$ cat src/rtl/txn_pkg.sv
package txn_pkg;
  typedef enum logic [1:0] {
    OP_BEGIN = 2'd0,
    OP_END   = 2'd1,
    OP_ABORT = 2'd2,
    OP_TEST  = 2'd3
  } txn_op_e;

  localparam int unsigned CAUSE_N = 5;
  localparam int unsigned C_EXPL  = 0;
  localparam int unsigned C_CONF  = 1;
  localparam int unsigned C_IRQ   = 2;
  localparam int unsigned C_RESTR = 3;
  localparam int unsigned C_OVF   = 4;
endpackage

$ cat src/rtl/txn_depth_ctr.sv
module txn_depth_ctr #(
  parameter int unsigned DEPTH_W = 4
) (
  input  logic               clk_i,
  input  logic               rst_ni,
  input  logic               inc_i,
  input  logic               dec_i,
  input  logic               clr_i,
  output logic [DEPTH_W-1:0] depth_o,
  output logic               active_o,
  output logic               at_max_o,
  output logic               at_one_o
);
  localparam logic [DEPTH_W-1:0] MAX = {DEPTH_W{1'b1}};
  localparam logic [DEPTH_W-1:0] ONE = DEPTH_W'(1);

  logic [DEPTH_W-1:0] cnt_q;

  always_ff @(posedge clk_i or negedge rst_ni) begin
    if (!rst_ni)    cnt_q <= '0;
    else if (clr_i) cnt_q <= '0;
    else if (inc_i) cnt_q <= cnt_q + ONE;
    else if (dec_i) cnt_q <= cnt_q - ONE;
  end

  assign depth_o  = cnt_q;
  assign active_o = (cnt_q != '0);
  assign at_max_o = (cnt_q == MAX);
  assign at_one_o = (cnt_q == ONE);
endmodule

$ cat src/rtl/txn_abort_arb.sv
module txn_abort_arb
  import txn_pkg::*;
#(
  parameter int unsigned STAT_W = 32,
  parameter int unsigned CODE_W = 8
) (
  input  logic [CAUSE_N-1:0] req_i,
  input  logic [CODE_W-1:0]  code_i,
  output logic               any_o,
  output logic [STAT_W-1:0]  status_o
);
  localparam int unsigned CODE_LSB = STAT_W - CODE_W;
  // highest priority first
  localparam int unsigned PRIO [CAUSE_N] = '{C_CONF, C_IRQ, C_RESTR, C_EXPL, C_OVF};

  logic [CAUSE_N-1:0] grant;

  always_comb begin
    grant = '0;
    for (int k = CAUSE_N - 1; k >= 0; k--) begin
      if (req_i[PRIO[k]]) begin
        grant = '0;
        grant[PRIO[k]] = 1'b1;
      end
    end
  end

  always_comb begin
    status_o = '0;
    status_o[CAUSE_N-1:0] = grant;
    status_o[CODE_LSB +: CODE_W] = grant[C_EXPL] ? code_i : '0;
  end

  assign any_o = |req_i;
endmodule

$ cat src/rtl/txn_nest_ctrl.sv
module txn_nest_ctrl
  import txn_pkg::*;
#(
  parameter int unsigned DEPTH_W = 4,
  parameter int unsigned TGT_W   = 32,
  parameter int unsigned CODE_W  = 8,
  parameter int unsigned STAT_W  = 32
) (
  input  logic               clk_i,
  input  logic               rst_ni,
  input  logic               cmd_valid_i,
  input  logic [1:0]         cmd_op_i,
  input  logic [TGT_W-1:0]   cmd_target_i,
  input  logic [CODE_W-1:0]  cmd_code_i,
  input  logic               conflict_i,
  input  logic               irq_i,
  input  logic               restrict_i,
  output logic [DEPTH_W-1:0] depth_o,
  output logic               commit_o,
  output logic               abort_o,
  output logic [STAT_W-1:0]  abort_status_o,
  output logic [TGT_W-1:0]   abort_target_o,
  output logic               test_valid_o,
  output logic               test_in_txn_o
);
  logic active, at_max, at_one;
  logic is_begin, is_end, is_abort, is_test;
  logic abort_now, commit_now;
  logic [CAUSE_N-1:0] cause_req;
  logic [STAT_W-1:0]  status_d;
  logic [TGT_W-1:0]   target_q;

  assign is_begin = cmd_valid_i && (cmd_op_i == OP_BEGIN);
  assign is_end   = cmd_valid_i && (cmd_op_i == OP_END);
  assign is_abort = cmd_valid_i && (cmd_op_i == OP_ABORT);
  assign is_test  = cmd_valid_i && (cmd_op_i == OP_TEST);

  // every cause is gated by an open transaction
  always_comb begin
    cause_req          = '0;
    cause_req[C_CONF]  = active && conflict_i;
    cause_req[C_IRQ]   = active && irq_i;
    cause_req[C_RESTR] = active && restrict_i;
    cause_req[C_EXPL]  = active && is_abort;
    cause_req[C_OVF]   = active && is_begin && at_max;
  end

  txn_abort_arb #(
    .STAT_W (STAT_W),
    .CODE_W (CODE_W)
  ) u_arb (
    .req_i    (cause_req),
    .code_i   (cmd_code_i),
    .any_o    (abort_now),
    .status_o (status_d)
  );

  assign commit_now = !abort_now && is_end && at_one;

  txn_depth_ctr #(
    .DEPTH_W (DEPTH_W)
  ) u_depth (
    .clk_i    (clk_i),
    .rst_ni   (rst_ni),
    .inc_i    (is_begin && !abort_now),
    .dec_i    (is_end && active && !abort_now),
    .clr_i    (abort_now || commit_now),
    .depth_o  (depth_o),
    .active_o (active),
    .at_max_o (at_max),
    .at_one_o (at_one)
  );

  // only the outermost open records the handler
  always_ff @(posedge clk_i or negedge rst_ni) begin
    if (!rst_ni)                  target_q <= '0;
    else if (is_begin && !active) target_q <= cmd_target_i;
  end

  always_ff @(posedge clk_i or negedge rst_ni) begin
    if (!rst_ni) begin
      commit_o       <= 1'b0;
      abort_o        <= 1'b0;
      abort_status_o <= '0;
      abort_target_o <= '0;
      test_valid_o   <= 1'b0;
      test_in_txn_o  <= 1'b0;
    end else begin
      commit_o      <= commit_now;
      abort_o       <= abort_now;
      test_valid_o  <= is_test;
      test_in_txn_o <= is_test && active;
      if (abort_now) begin
        abort_status_o <= status_d;
        abort_target_o <= target_q;
      end
    end
  end
endmodule

$ cat config.mk
export PLATFORM = sky130hd
export DESIGN_NAME = txn_nest_ctrl
export DESIGN_NICKNAME = d
export VERILOG_FILES = /design/src/rtl/txn_pkg.sv /design/src/rtl/txn_depth_ctr.sv /design/src/rtl/txn_abort_arb.sv /design/src/rtl/txn_nest_ctrl.sv
export SDC_FILE = /design/constraint.sdc
export NUM_CORES = 1
export LEC_CHECK = 0
export ABC_CLOCK_PERIOD_IN_PS = 2410
export BUFFER_PORTS_ARGS = -buffer_cell sky130_fd_sc_hd__buf_2
export CORE_ASPECT_RATIO = 0.7
export CORE_UTILIZATION = 50
export CTS_BUF_LIST = sky130_fd_sc_hd__clkbuf_8
export CTS_CLUSTER_DIAMETER = 200
export DETAILED_ROUTE_END_ITERATION = 8
export GPL_ROUTABILITY_DRIVEN = 0
export PLACE_DENSITY = 0.81
export SYNTH_ARGS = -nofsm -noshare
export SYNTH_HDL_FRONTEND = slang
export SYNTH_SLANG_ARGS = --single-unit
$ cat constraint.sdc
create_clock -name clk_i -period 2.41 [get_ports clk_i]
set_input_delay 0.482 -clock clk_i [delete_from_list [all_inputs] [get_ports clk_i]]
set_output_delay 0.482 -clock clk_i [all_outputs]
set_load 0.01 [all_outputs]
==> reports/metrics.csv, run 1 <==
stage;metric;value;unit
clock_tree;numCtsBuffers;9;
power;peakVddDrop;0.0006487;V
synth;synth-compound-area-share;0.05528;
clock_tree;cts_buffer_depth;2;
clock_tree;cts_setup_buffers;0;
cells_and_area;drive_gt1_frac;0.3724;
drt;drtAntennaViolNets;0;
floorplan;rows;25;
synth;synthFlopType;dfrtp_1;
placed_design;io_buffers;100;
sta;hold_violations;0;
clock_tree;cts-root-buf;clkbuf_8;
worst_setup_path;path_class;reg -> reg;
synth;syn_inst;317;
sta;setup_viol;0;
synth;synth_edf_count;0;
drt;routedWlPerCell;13.97;µm
sta;min_period_over_period;0.8937;
drt;vias;2566;
clock_tree;clkLatencyLatePin;0.35;ns
power;power_density;1328;nW/µm²
floorplan;start_util;0.5244;
sta;skew;0.008380;ns
synth;synth.area.mux_share;0.1064;
clock_tree;clk_pin_slew;0.09;ns
synth;synthXorXnorAreaFrac;0.004899;
floorplan;pin_count;120;
synth;syn_avg_cell_area;11.28;µm²
sta;tightest_slew;0.5863;ns
global_route;grt_remaining_overflow;0;
global_route;grt_max_degree;45;
sta;tns;0;ns
placed_design;postPlaceCellArea;4128;µm²
drt;drt_iter0_drc;132;
clock_tree;cts-resized-gates;0;
hold_path;hold_path_class;in -> async;
floorplan;die_h;72.76;µm
drt;vias_per_cell;4.925;
synth;ys_seq_area_frac;0.5948;
synth;synthAdderAreaFrac;0.01400;
sta;fmax;464.3;MHz
worst_setup_path;worstPathArrival;2.40;ns
synth;synth_top_family_by_area;simple AND/OR/NAND/NOR gates;
synth;yosysMostFrequentCell;nand2_1;
sta;maxSlewViolCount;0;
clock_tree;htreeDepth;3;
cells_and_area;fin_area;4342;µm²
synth;synth-seq-cells;85;
synth;yosysWarnings;0;
cells_and_area;finish.utilization;0.6367;
synth;synth_cell_types;39;
worst_setup_path;cpMaxStageDelayCell;dfrtp_1;
global_route;grt_pass1_vias;2471;
synth;yosys.area.top_type;dfrtp_1;
drt;firstDrtPassIters;4;
worst_setup_path;critPathLaunchType;flop;
synth;synth_area;3576;µm²
synth;yosys.area_share.simple;0.1610;
global_route;grt_first_pass_wirelength;11480;µm
worst_setup_path;reg2reg_slack;0.26;ns
synth;netlist_top_cells_area;dfrtp_1 (59%), nand2_1 (11%), mux2_2 (9.4%), buf_4 (4.2%), a22o_1 (2.0%);
synth;async_flop_share;1.000;
cells_and_area;diodes;0;
flow_run;drv_cap;0;
global_route;antenna_found_initial;0;
worst_setup_path;cp_max_fo;20;
cells_and_area;finalNetCount;474;
worst_setup_path;crit_path_end_kind;flop;
synth;synth_top_area_frac;0.5948;
worst_setup_path;required;2.66;ns
drt;drc;0;
sta;slew-limit-headroom;0.6070;
clock_tree;cts_sinks;85;
sta;fin_crit;2.154;ns
worst_setup_path;slowest_delay;0.46;ns
sta;rsz0062_at_grt;false;
drt;wl;7280;µm
floorplan;dieArea;7500;µm²
synth;yosys-top-cells-count;nand2_1 (103), dfrtp_1 (85), mux2_2 (30), buf_4 (20);
cells_and_area;synthToLayoutAreaGrowth;21.41;%
worst_setup_path;cp_cell_sequence;ha_1 > and3_1 > o21ai_0 > a21o_1 > buf_4 > nand2_1 > a311oi_1;
run_status;outcome;finished, final reports clean;
placed_design;place_hpwl;5273;µm
global_route;track_usage;0.2058;
floorplan;chipWidth;103.1;µm
power;power_leakage;2.354;nW
floorplan;coreArea;6819;µm²
clock_tree;cts_tree;built;
clock_tree;holdBufCountCts;0;
## worst max-delay path: cells and delay by family (launching register included)
family | cells | cell delay (ns)
flops | 1 | 0.46
compound gates | 3 | 0.74
simple gates | 2 | 0.32
fa+ha+maj | 1 | 0.26
buf+inv | 1 | 0.26
## routing by layer
metal	routed length (µm)	share of wire	vias to the layer above	GRT usage
met3	555	0.076	5	0.07375
met4	51	0.0070	0	0.06573
met5	0	0	-	0
met1	3363	0.46	1247	0.2721
li1	-	-	1215	-
met2	3310	0.45	99	0.3193
## area by class of cell
| class | count | area, µm² |
|---|---|---|
| Tap cell | 94 | 117.6 |
| Fill cell | 548 | 2477 |
| Timing Repair Buffer | 107 | 568.0 |
| Clock buffer | 9 | 123.9 |
| Sequential cell | 85 | 2127 |
| Inverter | 6 | 22.52 |
| Clock inverter | 7 | 90.09 |
| Multi-Input combinational cell | 213 | 1292 |
## placed cells by master, fill, tap and decap left out, types with 2 or more instances in the layout
| cell | n |
|---|---|
| mux2i_1 | 2 |
| a21oi_1 | 4 |
| nand2_1 | 103 |
| mux2_1 | 2 |
| buf_4 | 7 |
| dfrtp_1 | 85 |
| inv_1 | 6 |
| clkinv_2 | 2 |
| buf_2 | 99 |
| o21ai_0 | 3 |
| nor3_1 | 2 |
| or3_1 | 3 |
| clkbuf_8 | 9 |
| ha_1 | 4 |
| bufinv_16 | 2 |
| a22o_1 | 8 |
| nand2b_1 | 3 |
| mux2_2 | 30 |
| a21o_1 | 2 |
| xnor2_1 | 2 |
| nor2b_1 | 3 |
| and3_1 | 2 |
| nor2_1 | 5 |
| conb_1 | 19 |
## stage by stage
stage / total power [mW] / hold WS (ns) / setup slack, ns / cells
after floorplan: 3.935 / 0.1864 / 0.4673 / 335
after global placement: 4.631 / 0.4379 / 0.3795 / 505
after detailed placement: 4.758 / 0.4487 / 0.3048 / 505
after CTS: 5.845 / 0.1220 / 0.2466 / 521
after global routing: 6.213 / 0.1328 / 0.1181 / 521
final: 5.767 / 0.1143 / 0.2563 / 521
## registers in the layout, summed over array words and instances (netlist names)
name	flops
commit_o	1
u_depth.depth_o	4
test_in_txn_o	1
test_valid_o	1
abort_o	1
abort_target_o	32
target_q	32
abort_status_o	13
## final timing paths
path                                     from                 end  cells after the start
setup / recovery           u_depth.depth_o[0]  u_depth.depth_o[2]                      7
hold / removal                         rst_ni   abort_target_o[6]                      1
setup reg to reg           u_depth.depth_o[0]  u_depth.depth_o[2]                      7
hold reg to reg                   target_q[3]   abort_target_o[3]                      2
max in group asynchronous              rst_ni        target_q[20]                      2
min in group clk_i              cmd_code_i[3]  abort_status_o[27]                      2
## where the power goes
| group | total, mW | internal [mW] | switching, mW |
|---|---|---|---|
| clock | 1.08 | 0.580 | 0.502 |
| combinational | 2.30 | 0.964 | 1.33 |
| sequential | 2.39 | 2.05 | 0.338 |
## cells by family after synthesis
family          count (synthesis)
simple gates                  129
flops                          85
buf+inv                        37
mux                            34
compound gates                 25
fa+ha+maj                       4
xor+xnor                        2
other cells                     1
Note: power is estimated with default switching activity, not from simulation.
==> run 2, diff against run 1 <==
--- a/config.mk
+++ b/config.mk
@@ -13,7 +13,7 @@
 export CTS_CLUSTER_DIAMETER = 200
 export DETAILED_ROUTE_END_ITERATION = 8
 export GPL_ROUTABILITY_DRIVEN = 0
-export PLACE_DENSITY = 0.81
+export PLACE_DENSITY_LB_ADDON = 0.1
 export SYNTH_ARGS = -nofsm -noshare
 export SYNTH_HDL_FRONTEND = slang
 export SYNTH_SLANG_ARGS = --single-unit
==> reports/metrics.csv, run 2 (same netlist as run 1, synthesis figures left out) <==
stage;metric;value;unit;change
run_status;outcome;finished, final reports clean;;
flow_run;drv_cap;0;;unchanged
drt;drt_iter0_drc;80;;-39%
cells_and_area;fin_area;4357;µm²;+0.35%
sta;slew-limit-headroom;0.6265;;+0.01951
global_route;grt_max_degree;44;;-2.2%
power;power_density;1321;nW/µm²;-0.56%
clock_tree;cts_buffer_depth;2;;unchanged
floorplan;pin_count;120;;unchanged
power;power.switching;2.137;mW;-1.7%
sta;fmax;464.7;MHz;about the same
floorplan;die_h;72.76;µm;unchanged
placed_design;postPlaceCellArea;4136;µm²;+0.21%
power;clkPwrFrac;0.190;;+0.002
sta;rsz0062_at_grt;false;;
global_route;track_usage;0.2014;;-0.004350
hold_path;hold_path_class;in -> async;;
cells_and_area;synthToLayoutAreaGrowth;21.83;%;
clock_tree;cts-root-buf;clkbuf_8;;
placed_design;place_hpwl;4782;µm;-9.3%
cells_and_area;mostFrequentLayoutCell;nand2_1;;
sta;tightest_slew;0.5602;ns;-0.02607 ns
worst_setup_path;worstPathArrival;2.39;ns;about the same
clock_tree;numCtsBuffers;9;;unchanged
floorplan;dieArea;7500;µm²;unchanged
clock_tree;cts_tree;built;;
cells_and_area;drive_gt1_frac;0.3770;;+0.004684
floorplan;start_util;0.5244;;unchanged
clock_tree;cts_sinks;85;;unchanged
clock_tree;cts_setup_buffers;0;;unchanged
sta;hold_violations;0;;unchanged
worst_setup_path;crit_path_end_kind;flop;;
sta;min_period_over_period;0.8929;;about the same
cells_and_area;reg_top3;abort_target_o x32, target_q x32, abort_status_o x13;;
clock_tree;holdBufCountCts;0;;unchanged
cells_and_area;finalNetCount;475;;+0.21%
sta;tns;0;ns;unchanged
worst_setup_path;required;2.65;ns;about the same
cells_and_area;final_cell_mix;nand2_1 (103), buf_2 (99), dfrtp_1 (85);;
floorplan;rows;25;;unchanged
global_route;grt_first_pass_wirelength;11240;µm;-2.1%
power;sw_frac_of_total;0.3714;;-0.005550
floorplan;coreArea;6819;µm²;unchanged
global_route;grt_remaining_overflow;0;;unchanged
drt;wl;6847;µm;-5.9%
sta;fin_crit;2.152;ns;-0.001876 ns
worst_setup_path;path_class;reg -> reg;;
power;p_int;3.617;mW;+0.67%
drt;vias;2450;;-4.5%
placed_design;io_buffers;100;;unchanged
power;comb_power_share;0.399;;about the same
drt;drc;0;;unchanged
power;peakVddDrop;0.0005725;V;-12%
sta;setup_viol;0;;unchanged
power;p_seq_frac;0.410;;-0.004
clock_tree;cts-resized-gates;0;;unchanged
worst_setup_path;critPathLaunchType;flop;;
clock_tree;clkLatencyLatePin;0.34;ns;about the same
clock_tree;htreeDepth;3;;unchanged
power;power_leakage;2.359;nW;+0.24%
sta;maxSlewViolCount;0;;unchanged
drt;routedWlPerCell;13.14;µm;-5.9%
cells_and_area;diodes;0;;unchanged
drt;drtAntennaViolNets;0;;unchanged
global_route;antenna_found_initial;0;;unchanged
floorplan;chipWidth;103.1;µm;unchanged
worst_setup_path;cp_max_fo;34;;+70%
sta;skew;0.008164;ns;-0.0002161 ns
drt;firstDrtPassIters;4;;unchanged
clock_tree;clk_pin_slew;0.08;ns;about the same
drt;vias_per_cell;4.702;;-4.5%
global_route;grt_pass1_vias;2325;;-5.9%
## run 2: cell count changes in the layout (fill, tap and decap cells not counted), sizes merged
cell      before  now
clkbuf         9   10
buf          107  108
clkinvlp       1    0
inv            7    6
## run 2: per-layer routing
metal  vias up  part of all wire  GRT usage
met2        89              0.43     0.2830
met1      1140              0.49     0.2892
met5         -                 0          0
met3         2             0.078    0.08333
li1       1219                 -          -
met4         0            0.0039    0.05164
## run 2: final cells by class
cell class                      instances  area [µm²]
Clock inverter                          5       82.58
Inverter                                6       22.52
Multi-Input combinational cell        213        1294
Fill cell                             574        2462
Tap cell                               94       117.6
Clock buffer                           10       137.6
Timing Repair Buffer                  108       575.6
Sequential cell                        85        2127
## run 2: per-stage QoR
stage / power [mW] / setup WS, ns / cells / utilization / hold WS, ns
floorplan: 3.935 / 0.4673 / 335 / - / 0.1864
global placement: 4.645 / 0.3625 / 506 / 0.6066 / 0.4377
detailed placement: 4.720 / 0.2678 / 506 / 0.6066 / 0.4433
CTS: 5.832 / 0.2656 / 521 / 0.6389 / 0.1297
global route: 6.280 / 0.05270 / 521 / 0.6389 / 0.1341
finish: 5.755 / 0.2581 / 521 / 0.6389 / 0.1202
## run 2: power by group through the flow
stage / Clock (mW) / Sequential (mW) / Combinational, mW
2_1_floorplan: 0 / 2.50 / 1.44
3_3_place_gp: 0 / 2.38 / 2.26
3_5_place_dp: 0 / 2.39 / 2.33
4_1_cts: 1.13 / 2.36 / 2.34
5_1_grt: 1.20 / 2.44 / 2.65
6_report: 1.10 / 2.36 / 2.30
## run 2: worst paths after layout
| path | startpoint | to | slack [ns] | depth (start not counted) |
|---|---|---|---|---|
| max | u_depth.depth_o[1] | abort_target_o[9] | 0.26 | 8 |
| max in group asynchronous | rst_ni | abort_target_o[14] | 1.66 | 2 |
| min reg2reg | target_q[7] | abort_target_o[7] | 0.46 | 2 |
| min in group clk_i | cmd_code_i[3] | abort_status_o[27] | 0.35 | 2 |
| min | rst_ni | abort_target_o[8] | 0.12 | 1 |
| max reg2reg | u_depth.depth_o[1] | abort_target_o[9] | 0.26 | 8 |
## run 2: critical path: stages, from the launching register on
cell and delay, ns:
dfrtp_1 0.45, inv_1 0.14, ha_1 0.21, nor3b_4 0.38, a21o_2 0.34, clkinv_1 0.10
buf_4 0.26, nand2_1 0.11, nand2_1 0.05
